[src/rtl/phycfg_pkg.sv]
// Package: shared field layout and constants for the PHY configuration
// packet receive handler. Assumes quadlets are 32 bits, with bit 31 sent first.
package phycfg_pkg;
    parameter int QUAD_W = 32;
    parameter int ID_W   = 6;
    parameter int GAP_W  = 6;
    localparam logic [GAP_W-1:0] GAP_DEFAULT = GAP_W'(63);
    localparam logic [1:0]       CFG_IDENT   = 2'b00;

    // First-quadlet layout, most significant field first
    typedef struct packed {
        logic [1:0]      ident;
        logic [ID_W-1:0] root_id;
        logic            root_bit;
        logic            gap_bit;
        logic [GAP_W-1:0] gap_val;
        logic [QUAD_W-2-ID_W-2-GAP_W-1:0] spare;
    } cfg_head_t;
endpackage

[src/rtl/phycfg_collector.sv]
// Module: pairs the two quadlets of each PHY packet.
// Holds the first quadlet. When the next non-start quadlet arrives, it asserts
// pkt_done combinationally, for one cycle, with both quadlets presented.
// Assumes a start-flagged quadlet always begins a new packet, so a second
// start simply restarts pairing. A stray non-start quadlet with no packet
// open is dropped.
module phycfg_collector
    import phycfg_pkg::*;
(
    input  logic              clk,
    input  logic              rst_n,
    input  logic              quad_valid,
    input  logic              quad_sop,
    input  logic [QUAD_W-1:0] quad_data,
    output logic              pkt_done,
    output logic [QUAD_W-1:0] pkt_head,
    output logic [QUAD_W-1:0] pkt_check
);
    logic              open_q;
    logic [QUAD_W-1:0] head_q;

    // Capture the first quadlet and track whether a packet is open
    always_ff @(posedge clk) begin
        if (!rst_n) begin
            open_q <= 1'b0;
            head_q <= '0;
        end else if (quad_valid && quad_sop) begin
            open_q <= 1'b1;
            head_q <= quad_data;
        end else if (quad_valid && open_q) begin
            open_q <= 1'b0;
        end
    end

    // Present the completed pair
    always_comb begin
        pkt_done  = quad_valid && !quad_sop && open_q;
        pkt_head  = head_q;
        pkt_check = quad_data;
    end

    // A completed packet always closes the open slot
    assert_pair_closes_R8: assert property (@(posedge clk) disable iff (!rst_n)
        pkt_done |=> !open_q);
endmodule

[src/rtl/phycfg_forwarder.sv]
// Module: copies PHY packets to the general receive FIFO and raises the
// header-error interrupt. The enable is sampled at the first quadlet,
// so each packet is forwarded either whole or not at all. Every output
// is registered, one cycle after the quadlet it carries.
module phycfg_forwarder
    import phycfg_pkg::*;
(
    input  logic              clk,
    input  logic              rst_n,
    input  logic              quad_valid,
    input  logic              quad_sop,
    input  logic [QUAD_W-1:0] quad_data,
    input  logic              pkt_done,
    input  logic              fwd_en,
    output logic              fifo_wr_en,
    output logic [QUAD_W-1:0] fifo_wr_data,
    output logic              hdr_irq
);
    logic armed_q;
    logic take_head;
    logic take_tail;

    // Decide which quadlets are written this cycle
    always_comb begin
        take_head = quad_valid && quad_sop && fwd_en;
        take_tail = pkt_done && armed_q;
    end

    // Latch the per-packet forwarding decision
    always_ff @(posedge clk) begin
        if (!rst_n)                    armed_q <= 1'b0;
        else if (quad_valid && quad_sop) armed_q <= fwd_en;
        else if (pkt_done)             armed_q <= 1'b0;
    end

    // Register the FIFO write and the interrupt pulse
    always_ff @(posedge clk) begin
        if (!rst_n) begin
            fifo_wr_en   <= 1'b0;
            fifo_wr_data <= '0;
            hdr_irq      <= 1'b0;
        end else begin
            fifo_wr_en   <= take_head || take_tail;
            fifo_wr_data <= quad_data;
            hdr_irq      <= take_tail;
        end
    end

    // Interrupt only accompanies the closing write of a packet
    assert_irq_with_write_R9: assert property (@(posedge clk) disable iff (!rst_n)
        hdr_irq |-> fifo_wr_en);
    // Interrupt is a single-cycle pulse
    assert_irq_pulse_R9: assert property (@(posedge clk) disable iff (!rst_n)
        hdr_irq |=> !hdr_irq);
    // No write follows a cycle with no quadlet
    assert_write_needs_quad_R8: assert property (@(posedge clk) disable iff (!rst_n)
        !quad_valid |=> !fifo_wr_en);
endmodule

[src/rtl/phycfg_node_state.sv]
// Module: decodes a completed packet and owns the force-root flag and the
// gap count. The gap count has a two-state reset tracker that records
// whether a bus reset has happened since the last gap update. An update
// sampled in the same cycle as a bus reset takes priority.
module phycfg_node_state
    import phycfg_pkg::*;
(
    input  logic              clk,
    input  logic              rst_n,
    input  logic              pkt_done,
    input  logic [QUAD_W-1:0] pkt_head,
    input  logic [QUAD_W-1:0] pkt_check,
    input  logic [ID_W-1:0]   local_id,
    input  logic              bus_reset,
    output logic              force_root,
    output logic [GAP_W-1:0]  gap_count
);
    cfg_head_t head;
    logic      well_formed;
    logic      upd_root;
    logic      upd_gap;
    logic      reset_seen_q;

    // Decode the first quadlet and qualify the update strobes
    always_comb begin
        head        = cfg_head_t'(pkt_head);
        well_formed = pkt_done && (pkt_check == ~pkt_head) && (head.ident == CFG_IDENT);
        upd_root    = well_formed && head.root_bit;
        upd_gap     = well_formed && head.gap_bit;
    end

    // Force-root: set on the addressed node, cleared on all others
    always_ff @(posedge clk) begin
        if (!rst_n)        force_root <= 1'b0;
        else if (upd_root) force_root <= (head.root_id == local_id);
    end

    // Gap count with a one-reset survival window
    always_ff @(posedge clk) begin
        if (!rst_n) begin
            gap_count    <= GAP_DEFAULT;
            reset_seen_q <= 1'b1;
        end else if (upd_gap) begin
            gap_count    <= head.gap_val;
            reset_seen_q <= 1'b0;
        end else if (bus_reset) begin
            if (reset_seen_q) gap_count <= GAP_DEFAULT;
            reset_seen_q <= 1'b1;
        end
    end

    // Force-root moves only after a root update
    assert_root_source_R4: assert property (@(posedge clk) disable iff (!rst_n)
        !$stable(force_root) |-> $past(upd_root));
    // Gap count moves only on an update or a bus reset
    assert_gap_source_R6: assert property (@(posedge clk) disable iff (!rst_n)
        !$stable(gap_count) |-> $past(upd_gap || bus_reset));
    // Corrupted complement leaves node state alone
    assert_bad_inverse_R2: assert property (@(posedge clk) disable iff (!rst_n)
        (pkt_done && pkt_check != ~pkt_head && !bus_reset) |=>
            ($stable(gap_count) && $stable(force_root)));
    // Second reset without update restores the default
    assert_revert_R7: assert property (@(posedge clk) disable iff (!rst_n)
        (bus_reset && reset_seen_q && !upd_gap) |=> gap_count == GAP_DEFAULT);
    // Update beats a simultaneous reset
    assert_update_wins_R10: assert property (@(posedge clk) disable iff (!rst_n)
        upd_gap |=> (gap_count == $past(head.gap_val)));
endmodule

[src/rtl/phycfg_rx_handler.sv]
// Module: top of the PHY configuration packet receive handler.
// It ties together the quadlet pairing stage, the node-state decoder and the
// FIFO forwarder. It assumes a single clock domain and that bus_reset is a
// one-cycle pulse.
module phycfg_rx_handler
    import phycfg_pkg::*;
(
    input  logic              clk,
    input  logic              rst_n,
    input  logic              quad_valid,
    input  logic              quad_sop,
    input  logic [QUAD_W-1:0] quad_data,
    input  logic [ID_W-1:0]   local_phy_id,
    input  logic              bus_reset,
    input  logic              phy_pkt_fwd_en,
    output logic              force_root,
    output logic [GAP_W-1:0]  gap_count,
    output logic              fifo_wr_en,
    output logic [QUAD_W-1:0] fifo_wr_data,
    output logic              hdr_irq
);
    logic              pkt_done;
    logic [QUAD_W-1:0] pkt_head;
    logic [QUAD_W-1:0] pkt_check;

    phycfg_collector u_collect (
        .clk       (clk),
        .rst_n     (rst_n),
        .quad_valid(quad_valid),
        .quad_sop  (quad_sop),
        .quad_data (quad_data),
        .pkt_done  (pkt_done),
        .pkt_head  (pkt_head),
        .pkt_check (pkt_check)
    );

    phycfg_node_state u_state (
        .clk       (clk),
        .rst_n     (rst_n),
        .pkt_done  (pkt_done),
        .pkt_head  (pkt_head),
        .pkt_check (pkt_check),
        .local_id  (local_phy_id),
        .bus_reset (bus_reset),
        .force_root(force_root),
        .gap_count (gap_count)
    );

    phycfg_forwarder u_fwd (
        .clk         (clk),
        .rst_n       (rst_n),
        .quad_valid  (quad_valid),
        .quad_sop    (quad_sop),
        .quad_data   (quad_data),
        .pkt_done    (pkt_done),
        .fwd_en      (phy_pkt_fwd_en),
        .fifo_wr_en  (fifo_wr_en),
        .fifo_wr_data(fifo_wr_data),
        .hdr_irq     (hdr_irq)
    );

    // Quiet outputs while in reset
    assert_reset_quiet_R1: assert property (@(posedge clk)
        !rst_n |=> (!fifo_wr_en && !hdr_irq && !force_root && gap_count == GAP_W'(63)));
endmodule

[config.mk]
export PLATFORM = sky130hd
export DESIGN_NAME = phycfg_rx_handler
export DESIGN_NICKNAME = d
export VERILOG_FILES = /design/src/rtl/phycfg_pkg.sv /design/src/rtl/phycfg_collector.sv /design/src/rtl/phycfg_forwarder.sv /design/src/rtl/phycfg_node_state.sv /design/src/rtl/phycfg_rx_handler.sv
export SDC_FILE = /design/constraint.sdc
export NUM_CORES = 1
export LEC_CHECK = 0
export BUFFER_PORTS_ARGS = -buffer_cell sky130_fd_sc_hd__buf_2
export CAP_MARGIN = 20
export CORE_MARGIN = 5
export CORE_UTILIZATION = 28
export CTS_CLUSTER_SIZE = 16
export DETAILED_ROUTE_END_ITERATION = 16
export PLACE_DENSITY = 0.57
export SYNTH_ARGS = -nofsm -noshare
export SYNTH_HDL_FRONTEND = slang
export SYNTH_SLANG_ARGS = --single-unit
export TNS_END_PERCENT = 20
[constraint.sdc]
create_clock -name clk -period 4.2 [get_ports clk]
set_clock_uncertainty 0.2 [all_clocks]
set_input_delay 0.21 -clock clk [delete_from_list [all_inputs] [get_ports clk]]
set_output_delay 0.21 -clock clk [all_outputs]
set_load 0.1 [all_outputs]
==> impl_summary.log, run 1 <==
INFO  metric grt_pass1_wl = 11720 um
INFO  metric grt.total_usage = 11.87%
INFO  metric synth_top_cells_by_area = dfxtp_1 (52%), nand2_1 (8.5%), a21boi_0 (8.4%)
INFO  metric synth_edf_count = 0
INFO  metric critical_path.max_stage_delay = 0.54 ns
INFO  metric hold_path.class = in -> reg
INFO  metric antenna_found_initial = 1
INFO  metric worst_hold_path.endpoint = u_state.reset_seen_q$_SDFFE_PN1P_
INFO  metric cts_root_buf = clkbuf_8
INFO  metric yosys_warnings = 0
INFO  metric area_fraction_in_compound_gates_after_synthesis = 9.311%
INFO  metric crit_chain = dlygate4sd3_1 -> buf_2 -> xnor2_1 -> nor4_1 -> and4_1 -> and3_1 -> mux2i_1
INFO  metric cp_max_fo = 6
INFO  metric reg2reg_slack = 2.19 ns
INFO  metric die_height = 112.5 um
INFO  metric post_cts.resized_instances = 0
INFO  metric initial_core_utilization = 28.63%
INFO  metric max_freq = 459.5 MHz
INFO  metric grt_max_degree = 43
INFO  metric fraction_of_post_synthesis_cell_area_in_the_top_cell_type_by_area = 51.70%
INFO  metric synth-seq-area-share = 51.70%
INFO  metric gp_congestion = 0.7392
INFO  metric die_area = 0.01266 mm^2
INFO  metric synth_fp_nets = 352
INFO  metric clkLatencyLatePin = 0.36 ns
INFO  metric synth.lib_cells_used.distinct = 25
INFO  metric grt_setup_unrepaired = false
INFO  metric cp.required = 4.28 ns
INFO  metric remaining_drc_errors = 0
INFO  metric vias = 2393
INFO  metric slew_headroom = 59.92%
INFO  metric crit-reg2reg-capture = u_state.gap_count[1]$_SDFFE_PN1P_
INFO  metric die_width = 112.5 um
INFO  metric status = finished clean
INFO  metric p_per_area = 421.5 mW/mm^2
INFO  metric clock_slew_at_reported_path_ffs = 0.07 ns
INFO  metric port_buffers = 84
INFO  metric hold_path.startpoint = rst_n
INFO  metric power.leakage = 1.730 nW
INFO  metric ir_worst_vdd = 0.1866 mV
INFO  metric synth_area = 0.002943 mm^2
INFO  metric cts_made_buffers = 9
INFO  metric placementRows = 37
INFO  metric met3_usage = 4.205%
INFO  metric number_of_global_route_vias_before_repair = 2427
INFO  metric timing_worst_slew_pin_value = 0.6012 ns
INFO  metric htree_num_levels = 3
INFO  metric busiest_layer = met2
INFO  metric post_drt_via_cell_ratio = 4.213
INFO  metric dr.first_iter.drc_count = 55
INFO  metric layout-area-overhead-vs-synth = 40.48%
INFO  metric overall_overflow_remaining_after_global_route = 0
INFO  metric final.min_clock_period = 2.176 ns
INFO  metric critical_path.endpoint_type = flip-flop
INFO  metric critPathArrivalTime = 2.26 ns
INFO  metric wl_per_cell = 12.75 um
INFO  metric cts_sinks = 76
INFO  metric slew_viol_final = 0
INFO  metric synth_xor_area_share = 10.71%
INFO  metric synth-async-reset-ratio = 0%
INFO  metric routed_wirelength = 7241 um
INFO  metric timing.rr.start = u_collect.pkt_head[22]$_SDFFE_PN0P_
INFO  metric dominantRegCellSynth = dfxtp_1
INFO  metric post-dp-hpwl = 5058 um
INFO  metric post-route-worst-setup-slack = 2.024 ns
INFO  metric firstDrtPassIters = 4
INFO  metric yosysTopAreaCell = dfxtp_1
INFO  metric place_worst_setup_slack = 2.143 ns
INFO  metric clock_tree.buffer_depth = 2
INFO  metric final_min_period_over_clock_period = 51.81%
INFO  metric design.final.nets = 470
INFO  metric fill_cells = 1038
INFO  metric groute.layer.met1.usage = 13.70%
INFO  metric startpoint_types = input port
INFO  metric setup_total_negative_slack = 0 ns
INFO  metric area_share_of_fa_ha_maj_cells_after_synthesis = 0%
INFO  metric timing.max_cap.violations = 0
INFO  metric synth-simple-area-share = 23.34%
INFO  metric fraction_of_layout_cells_with_a_size_suffix_above_1 = 24.36%
INFO  metric tritoncts = built
INFO  metric globalRouteMet2Util = 20.02%
INFO  metric main_combinational_cell_family_by_area_after_synthesis = simple AND/OR/NAND/NOR gates
INFO  metric syn_area_per_cell = 9.555 um^2
INFO  metric ant_nets = 0
INFO  metric core = 0.01028 mm^2
INFO  metric postSynthCellCount = 308
INFO  metric reg2regPathDepth = 5
INFO  metric setup_violations = 0
INFO  metric cpMaxStageDelayCell = dlygate4sd3_1
INFO  metric yosys-mux-area-fraction = 2.381%
INFO  metric finalHoldViolCount = 0
INFO  metric floorplan.io_pins = 85
INFO  metric path_class = in -> reg
INFO  metric synth-seq-cells = 76
INFO  metric timing.hold.worst_path_depth = 2
==> how the worst max path moves through the flow <==
stage / end / startpoint / slack (ns) / depth (start not counted)
4_1_cts: u_state.gap_count[1]$_SDFFE_PN1P_ / quad_data[22] / 1.99 / 7
2_1_floorplan: u_state.gap_count[0]$_SDFFE_PN1P_ / u_collect.pkt_head[17]$_SDFFE_PN0P_ / 2.54 / 6
3_5_place_dp: u_state.gap_count[1]$_SDFFE_PN1P_ / u_collect.pkt_head[22]$_SDFFE_PN0P_ / 2.14 / 5
6_report: u_state.gap_count[1]$_SDFFE_PN1P_ / quad_data[22] / 2.02 / 7
5_1_grt: u_state.reset_seen_q$_SDFFE_PN1P_ / quad_data[3] / 1.87 / 7
3_3_place_gp: u_state.reset_seen_q$_SDFFE_PN1P_ / u_collect.pkt_head[22]$_SDFFE_PN0P_ / 2.19 / 5
==> repair_timing <==
| action | CTS | global route |
|---|---|---|
| hold endpoints to repair | 70 | 0 |
| hold buffers | 38 | 0 |
| buffers inserted | 0 | 0 |
==> sequential cells by signal (all words and copies together) (netlist names) <==
signal,cells
u_state.reset_seen_q,1
u_fwd.hdr_irq,1
u_collect.pkt_head,32
u_fwd.fifo_wr_en,1
u_state.force_root,1
u_fwd.armed_q,1
u_fwd.fifo_wr_data,32
u_state.gap_count,6
u_collect.open_q,1
==> per-stage QoR <==
step	power, mW	hold WS, ns	util [%]	cell area [um^2]	instances
after global placement	1.043	0.2434	33.80	3473	512
after CTS	1.774	0.1178	40.20	4131	567
after global routing	1.824	0.1895	40.22	4134	568
after floorplan	0.9781	0.1317	-	2943	308
final	1.742	0.1355	40.22	4134	568
after detailed placement	1.049	0.2503	34.06	3501	513
==> cells in the final DEF, fill, tap and decap left out, types with 6 or more instances in the layout <==
cell / n
mux2i_1: 7
xor2_1: 19
nor2b_1: 7
nor3b_1: 6
and2_1: 34
nand2_1: 67
xnor2_1: 17
clkbuf_8: 11
dlygate4sd3_1: 38
buf_2: 84
a21boi_0: 33
dfxtp_1: 76
==> where the power goes <==
part	leakage (nW)	internal [mW]	switching (mW)
clock network	0.127	0.426	0.259
logic	0.977	0.0931	0.196
registers	0.626	0.752	0.0152
total	1.73	1.27	0.471
==> synth_stat cells, types with 2 or more instances <==
| master | instances |
|---|---|
| xnor2_1 | 17 |
| nor2b_1 | 7 |
| a21boi_0 | 33 |
| nand3_1 | 2 |
| nand2_1 | 67 |
| mux2i_1 | 7 |
| o21ai_0 | 2 |
| clkbuf_1 | 16 |
| nor4_1 | 5 |
| xor2_1 | 19 |
| nand4_1 | 5 |
| nor3b_1 | 6 |
| nor2_1 | 2 |
| and2_1 | 34 |
| dfxtp_1 | 76 |
==> layout make-up <==
type                       instances  area, um^2  area share (%)
antenna                            1       2.502         0.06053
clock buffer                      12       155.1           3.753
clock inverter                     4       95.09           2.300
multi-input combinational        214        1346           32.57
sequential                        76        1521           36.80
tap                              136       170.2           4.116
timing repair buffer             125       843.3           20.40
==> critical path: cells and delay by family <==
kind	cells	cell delay, ns
simple gates	3	1.00
xor+xnor	1	0.14
mux	1	0.23
buf+inv	2	0.69
==> cell families (layout without fill, tap and decap cells) <==
family                    Yosys count  count (layout)
other                               0               1
buffers and inverters              18             141
and+or+nand+nor                   134             134
xor gates and xnor gates           36              36
muxes                               7               7
DFF                                76              76
AOI/OAI and AO/OA                  37              37
==> layer usage <==
metal	vias to the layer above	wire length, um	part of all wire, %
met5	-	0	0
met2	61	3563	49
met4	0	87	1.2
met3	7	461	6.4
met1	1091	3128	43
li1	1234	-	-
Note: power is estimated with default switching activity, not from simulation.
==> run 2, diff against run 1 <==
Clock period 4.2 ns to 2.27 ns, I/O delays scaled along.
==> run 2 against run 1 <==
Net effect: total power is 91% higher; clock power is 100% higher; design area is 0.24% higher; sequential share of layout area is 0.089 points lower; final cell count is 0.18% higher; die area stayed put; first-iteration DRC count stayed put; largest power group unchanged; highest routed layer unchanged.
==> impl_summary.log, run 2 (synthesized netlist as in run 1, its figures left out) <==
INFO  metric ant_nets = 0 (unchanged)
INFO  metric floorplan.io_pins = 85 (unchanged)
INFO  metric core = 0.01028 mm^2 (unchanged)
INFO  metric port_buffers = 84 (unchanged)
INFO  metric grt_setup_unrepaired = false (unchanged)
INFO  metric dr.first_iter.drc_count = 55 (unchanged)
INFO  metric setup_violations = 0 (unchanged)
INFO  metric post_cts.resized_instances = 0 (unchanged)
INFO  metric clkLatencyLatePin = 0.35 ns (was 0.36 ns)
INFO  metric critPathArrivalTime = 2.08 ns (was 2.26 ns)
INFO  metric placementRows = 37 (unchanged)
INFO  metric layout.cells.most_common = buf_2 (unchanged)
INFO  metric grt.total_usage = 12.18% (was 11.87%)
INFO  metric post-dp-hpwl = 5007 um (was 5058 um)
INFO  metric post-route-cell-area = 0.004144 mm^2 (was 0.004134 mm^2)
INFO  metric tritoncts = built (unchanged)
INFO  metric timing.max_cap.violations = 0 (unchanged)
INFO  metric remaining_drc_errors = 0 (unchanged)
INFO  metric path_class = in -> reg (unchanged)
INFO  metric cp_max_fo = 6 (unchanged)
INFO  metric p_per_area = 802.6 mW/mm^2 (was 421.5 mW/mm^2)
INFO  metric post_drt_via_cell_ratio = 4.200 (was 4.213)
INFO  metric post_dp_cell_area = 0.003488 mm^2 (was 0.003501 mm^2)
INFO  metric hold_path.class = in -> reg (unchanged)
INFO  metric ir_worst_vdd = 0.3411 mV (was 0.1866 mV)
INFO  metric post-route-worst-setup-slack = 0.1958 ns (was 2.024 ns)
INFO  metric post-cts-setup-buffer-count = 0 (unchanged)
INFO  metric critical_path.endpoint_type = flip-flop (unchanged)
INFO  metric power.leakage = 1.728 nW (was 1.730 nW)
INFO  metric status = finished clean (unchanged)
INFO  metric design.final.nets = 471 (was 470)
INFO  metric cts_sinks = 76 (unchanged)
INFO  metric ctsHoldBuffers = 38 (unchanged)
INFO  metric vias = 2390 (was 2393)
INFO  metric cp.required = 2.27 ns (was 4.28 ns)
INFO  metric cts_root_buf = clkbuf_8 (unchanged)
INFO  metric number_of_global_route_vias_before_repair = 2416 (was 2427)
INFO  metric firstDrtPassIters = 4 (unchanged)
INFO  metric die_width = 112.5 um (unchanged)
INFO  metric clock_tree.buffer_depth = 2 (unchanged)
INFO  metric overall_overflow_remaining_after_global_route = 0 (unchanged)
INFO  metric wl_per_cell = 12.64 um (was 12.75 um)
INFO  metric place_worst_setup_slack = 0.2617 ns (was 2.143 ns)
INFO  metric grt_pass1_wl = 12100 um (was 11720 um)
INFO  metric slew_headroom = 54.01% (was 59.92%)
INFO  metric postLayoutCoreUtil = 40.32% (was 40.22%)
INFO  metric max_freq = 482.1 MHz
INFO  metric final_min_period_over_clock_period = 91.38%
INFO  metric fraction_of_layout_cells_with_a_size_suffix_above_1 = 24.77% (was 24.36%)
INFO  metric die_height = 112.5 um (unchanged)
INFO  metric final.min_clock_period = 2.074 ns
INFO  metric timing_worst_slew_pin_value = 0.6898 ns (was 0.6012 ns)
INFO  metric initial_core_utilization = 28.63% (unchanged)
INFO  metric slew_viol_final = 0 (unchanged)
INFO  metric layout-area-overhead-vs-synth = 40.82% (was 40.48%)
INFO  metric die_area = 0.01266 mm^2 (unchanged)
INFO  metric antenna_found_initial = 1 (unchanged)
INFO  metric finalHoldViolCount = 0 (unchanged)
INFO  metric routed_wirelength = 7194 um (was 7241 um)
INFO  metric htree_num_levels = 3 (unchanged)
INFO  metric cts_made_buffers = 9 (unchanged)
INFO  metric startpoint_types = input port (unchanged)
INFO  metric grt_max_degree = 47 (was 43)
INFO  metric final_cell_mix = buf_2 (84), dfxtp_1 (76), nand2_1 (67) (unchanged)
INFO  metric gp_congestion = 0.7309 (was 0.7392)
INFO  metric clock_slew_at_reported_path_ffs = 0.08 ns (was 0.07 ns)
INFO  metric setup_total_negative_slack = 0 ns (unchanged)
[run 2: cell count changes in the layout (fill, tap and decap cells not counted)]
| cell | delta |
|---|---|
| clkbuf_8 | -1 |
| buf_16 | -1 |
| buf_4 | +2 |
| clkbuf_1 | -1 |
| clkinv_2 | -1 |
| bufinv_16 | +1 |
| clkinvlp_4 | +2 |
[run 2: path summary, 6_finish.rpt]
| check | startpoint | end | slack [ns] | cells past startpoint |
|---|---|---|---|---|
| max | quad_data[22] | u_state.reset_seen_q$_SDFFE_PN1P_ | 0.20 | 7 |
| min | rst_n | u_state.reset_seen_q$_SDFFE_PN1P_ | 0.09 | 2 |
| max reg2reg | u_collect.pkt_head[22]$_SDFFE_PN0P_ | u_state.reset_seen_q$_SDFFE_PN1P_ | 0.28 | 5 |
| min reg2reg | u_fwd.armed_q$_SDFFE_PN0P_ | u_fwd.hdr_irq$_SDFF_PN0_ | 0.25 | 2 |
[run 2: per-stage QoR]
step	instances	hold slack [ns]	total power, mW
2_1_floorplan	308	0.03521	1.810
5_1_grt	569	0.1586	3.481
3_3_place_gp	514	0.1561	1.935
3_5_place_dp	514	0.1588	1.940
4_1_cts	568	0.08463	3.378
6_report	569	0.09279	3.326
[run 2: area by class of cell]
type	instances	area, um^2
fill	1062	6133
sequential	76	1521
multi-input combinational	214	1346
timing repair buffer	126	830.8
tap	136	170.2
clock buffer	10	137.6
clock inverter	6	135.1
antenna	1	2.502
[run 2: layer usage]
metal | vias up | global-route usage, % | routed length (um)
li1 | 1238 | - | -
met1 | 1075 | 14.95 | 3246
met2 | 61 | 19.27 | 3313
met3 | 16 | 3.827 | 427
met4 | 0 | 6.010 | 206
met5 | - | 0 | 0
[run 2: power by group]
group / total, mW / switching [mW] / internal [mW]
Sequential: 1.42 / 0.0269 / 1.39
Clock: 1.37 / 0.503 / 0.871
Combinational: 0.534 / 0.364 / 0.170
Total: 3.33 / 0.894 / 2.43
[run 2: critical path, cell delays in order]
cell           delay [ns]
dlygate4sd3_1        0.53
buf_2                0.15
xnor2_1              0.14
nor4_1               0.34
and4_1               0.30
and3_1               0.37
o21ai_0              0.14
==> run 3, diff against run 2 <==
Settings changed: GPL_TIMING_DRIVEN from default to 0.
==> run 3 against run 2 <==
Net effect: setup slack worse by 0.0010 ns; flip-flop and latch count did not move; utilization fell by 0.83 points; critical path depth rose by 1; register-to-register slack better by 0.03 ns; maximum frequency about the same; global-route usage rose by 0.12 points; sequential share of layout area grew 0.77 points; via count up 0.17%; non-clock buffer count rose by 13.
==> impl_summary.log, run 3 (synthesized netlist as in run 1, its figures left out) <==
INFO  metric post-route-cell-area = 0.004059 mm^2 (was 0.004144 mm^2)
INFO  metric tritoncts = built (unchanged)
INFO  metric post-cts-setup-buffer-count = 0 (unchanged)
INFO  metric path_class = in -> reg (unchanged)
INFO  metric multi_input_comb_area = 0.001346 mm^2 (unchanged)
INFO  metric hold_path.class = in -> reg (unchanged)
INFO  metric number_of_global_route_vias_before_repair = 2429 (was 2416)
INFO  metric antenna_found_initial = 0 (was 1)
INFO  metric clock_slew_at_reported_path_ffs = 0.07 ns (was 0.08 ns)
INFO  metric power.switching = 0.8617 mW (was 0.8940 mW)
INFO  metric layout.cells.most_common = buf_2 (unchanged)
INFO  metric final.min_clock_period = 2.075 ns (was 2.074 ns)
INFO  metric grt_max_degree = 12 (was 47)
INFO  metric overall_overflow_remaining_after_global_route = 0 (unchanged)
INFO  metric layout-area-overhead-vs-synth = 37.93% (was 40.82%)
INFO  metric critical_path.top_delay_family = simple AND/OR/NAND/NOR gates (unchanged)
INFO  metric remaining_drc_errors = 0 (unchanged)
INFO  metric die_area = 0.01266 mm^2 (unchanged)
INFO  metric critical_path.max_stage_delay = 0.53 ns (about the same)
INFO  metric cp_max_fo = 6 (unchanged)
INFO  metric ir_worst_vdd = 0.2622 mV (was 0.3411 mV)
INFO  metric timing.max_cap.violations = 0 (unchanged)
INFO  metric post_drt_via_cell_ratio = 4.128 (was 4.200)
INFO  metric power_frac_comb = 19.2% (was 16.1%)
INFO  metric busiest_layer = met2 (unchanged)
INFO  metric status = finished clean (unchanged)
INFO  metric design.final.nets = 484 (was 471)
INFO  metric slew_headroom = 63.42% (was 54.01%)
INFO  metric setup_violations = 0 (unchanged)
INFO  metric power_report.internal_total = 1.949 mW (was 2.432 mW)
INFO  metric grt.total_usage = 12.29% (was 12.18%)
INFO  metric count_of_antenna_diodes_in_the_layout = 0 (was 1)
INFO  metric final_cell_mix = buf_2 (83), dfxtp_1 (76), nand2_1 (67) (was buf_2 (84), dfxtp_1 (76), nand2_1 (67))
INFO  metric port_buffers = 83 (was 84)
INFO  metric cts_sinks = 76 (unchanged)
INFO  metric groute.layer.met1.usage = 14.78% (was 14.95%)
INFO  metric slew_viol_final = 0 (unchanged)
INFO  metric startpoint_types = input port (unchanged)
INFO  metric clkLatencyLatePin = 0.34 ns (was 0.35 ns)
INFO  metric grt_setup_unrepaired = false (unchanged)
INFO  metric die_width = 112.5 um (unchanged)
INFO  metric fill_cells = 1043 (was 1062)
INFO  metric cp.required = 2.34 ns (was 2.27 ns)
INFO  metric cts_made_buffers = 9 (unchanged)
INFO  metric crit_chain = dlygate4sd3_1 -> buf_2 -> xnor2_1 -> nor4_1 -> and4_1 -> and3_1 -> buf_6 -> mux2i_1 (was dlygate4sd3_1 -> buf_2 -> xnor2_1 -> nor4_1 -> and4_1 -> and3_1 -> o21ai_0)
INFO  metric path_buf_inv = 3 (was 2)
INFO  metric power.leakage = 1.682 nW (was 1.728 nW)
INFO  metric p_per_area = 692.4 mW/mm^2 (was 802.6 mW/mm^2)
INFO  metric final_min_period_over_clock_period = 91.42% (was 91.38%)
INFO  metric register_area = 0.001521 mm^2 (unchanged)
INFO  metric finalHoldViolCount = 0 (unchanged)
INFO  metric power.share.sequential = 50.5% (was 42.6%)
INFO  metric clock_tree.buffer_depth = 2 (unchanged)
INFO  metric core = 0.01028 mm^2 (unchanged)
INFO  metric fraction_of_layout_cells_with_a_size_suffix_above_1 = 22.30% (was 24.77%)
INFO  metric max_freq = 481.9 MHz (was 482.1 MHz)
INFO  metric placementRows = 37 (unchanged)
INFO  metric initial_core_utilization = 28.63% (unchanged)
INFO  metric power.share.switching = 30.66% (was 26.88%)
INFO  metric clock_power_share = 30.3% (was 41.3%)
INFO  metric wl_per_cell = 13.07 um (was 12.64 um)
INFO  metric setup_total_negative_slack = 0 ns (unchanged)
INFO  metric cts_root_buf = clkbuf_8 (unchanged)
INFO  metric dr.first_iter.drc_count = 84 (was 55)
INFO  metric vias = 2394 (was 2390)
INFO  metric gp_congestion = 0.7392 (was 0.7309)
INFO  metric globalRouteMet2Util = 20.94% (was 19.27%)
INFO  metric htree_num_levels = 3 (unchanged)
INFO  metric ant_nets = 0 (unchanged)
INFO  metric grt_pass1_wl = 12090 um (was 12100 um)
INFO  metric critical_path.endpoint_type = flip-flop (unchanged)
INFO  metric firstDrtPassIters = 4 (unchanged)
INFO  metric routed_wirelength = 7580 um (was 7194 um)
INFO  metric floorplan.io_pins = 85 (unchanged)
INFO  metric timing_worst_slew_pin_value = 0.5486 ns (was 0.6898 ns)
INFO  metric post_dp_cell_area = 0.003528 mm^2 (was 0.003488 mm^2)
INFO  metric critPathArrivalTime = 2.15 ns (was 2.08 ns)
INFO  metric post-dp-hpwl = 5586 um (was 5007 um)
INFO  metric cpMaxStageDelayCell = dlygate4sd3_1 (unchanged)
INFO  metric post_cts.resized_instances = 0 (unchanged)
INFO  metric die_height = 112.5 um (unchanged)
INFO  metric met3_usage = 3.881% (was 3.827%)
-- run 3: cell type report --
type / instances / share of cell area [%]
buffer: 18 / 1.850
clock buffer: 12 / 3.329
timing repair buffer: 121 / 19.61
sequential: 76 / 37.48
multi-input combinational: 214 / 33.17
clock inverter: 3 / 0.3699
tap: 136 / 4.192
-- run 3: metal layers --
layer | routed length, um | vias to the layer above | share of wire, %
met3 | 380 | 8 | 5.0
met1 | 3462 | 1073 | 46
li1 | - | 1259 | -
met2 | 3669 | 54 | 48
met4 | 68 | 0 | 0.90
met5 | 0 | - | 0
-- run 3: worst paths after layout --
check | cells after the start | from | slack, ns | end
hold reg to reg | 2 | u_fwd.armed_q$_SDFFE_PN0P_ | 0.25 | u_fwd.hdr_irq$_SDFF_PN0_
hold / removal | 3 | rst_n | 0.02 | u_fwd.hdr_irq$_SDFF_PN0_
setup reg to reg | 6 | u_collect.pkt_head[18]$_SDFFE_PN0P_ | 0.31 | u_state.gap_count[0]$_SDFFE_PN1P_
setup / recovery | 8 | quad_data[2] | 0.19 | u_state.gap_count[0]$_SDFFE_PN1P_
-- run 3: worst reg2reg max path, cell delays in order (launching register included) --
cell and delay (ns):
dfxtp_1 0.34, xnor2_1 0.15, nor4_1 0.33, and4_1 0.34, and3_1 0.21, buf_6 0.14, mux2i_1 0.18
-- run 3: per-stage QoR --
stage | util, % | instances | worst slack [ns] | hold WS (ns) | total power, mW
floorplan | - | 308 | 0.6122 | 0.03521 | 1.810
global placement | 34.33 | 527 | 0.3736 | 0.1490 | 1.938
detailed placement | 34.33 | 527 | 0.3263 | 0.1556 | 1.946
CTS | 39.49 | 580 | 0.2122 | 0.005629 | 2.858
global route | 39.49 | 580 | 0.1289 | 0.05317 | 2.955
finish | 39.49 | 580 | 0.1948 | 0.02282 | 2.810
-- run 3: power by group through the flow --
stage / registers, mW / logic [mW] / clock network (mW)
after floorplan: 1.67 / 0.138 / 0
after global placement: 1.45 / 0.491 / 0
after detailed placement: 1.45 / 0.496 / 0
after CTS: 1.42 / 0.547 / 0.893
after global routing: 1.43 / 0.578 / 0.952
final: 1.42 / 0.540 / 0.852
-- run 3: repair_timing --
action	4_1_cts	5_1_grt
hold buffers	38	0
hold endpoints to repair	70	0
setup endpoints to repair	0	0
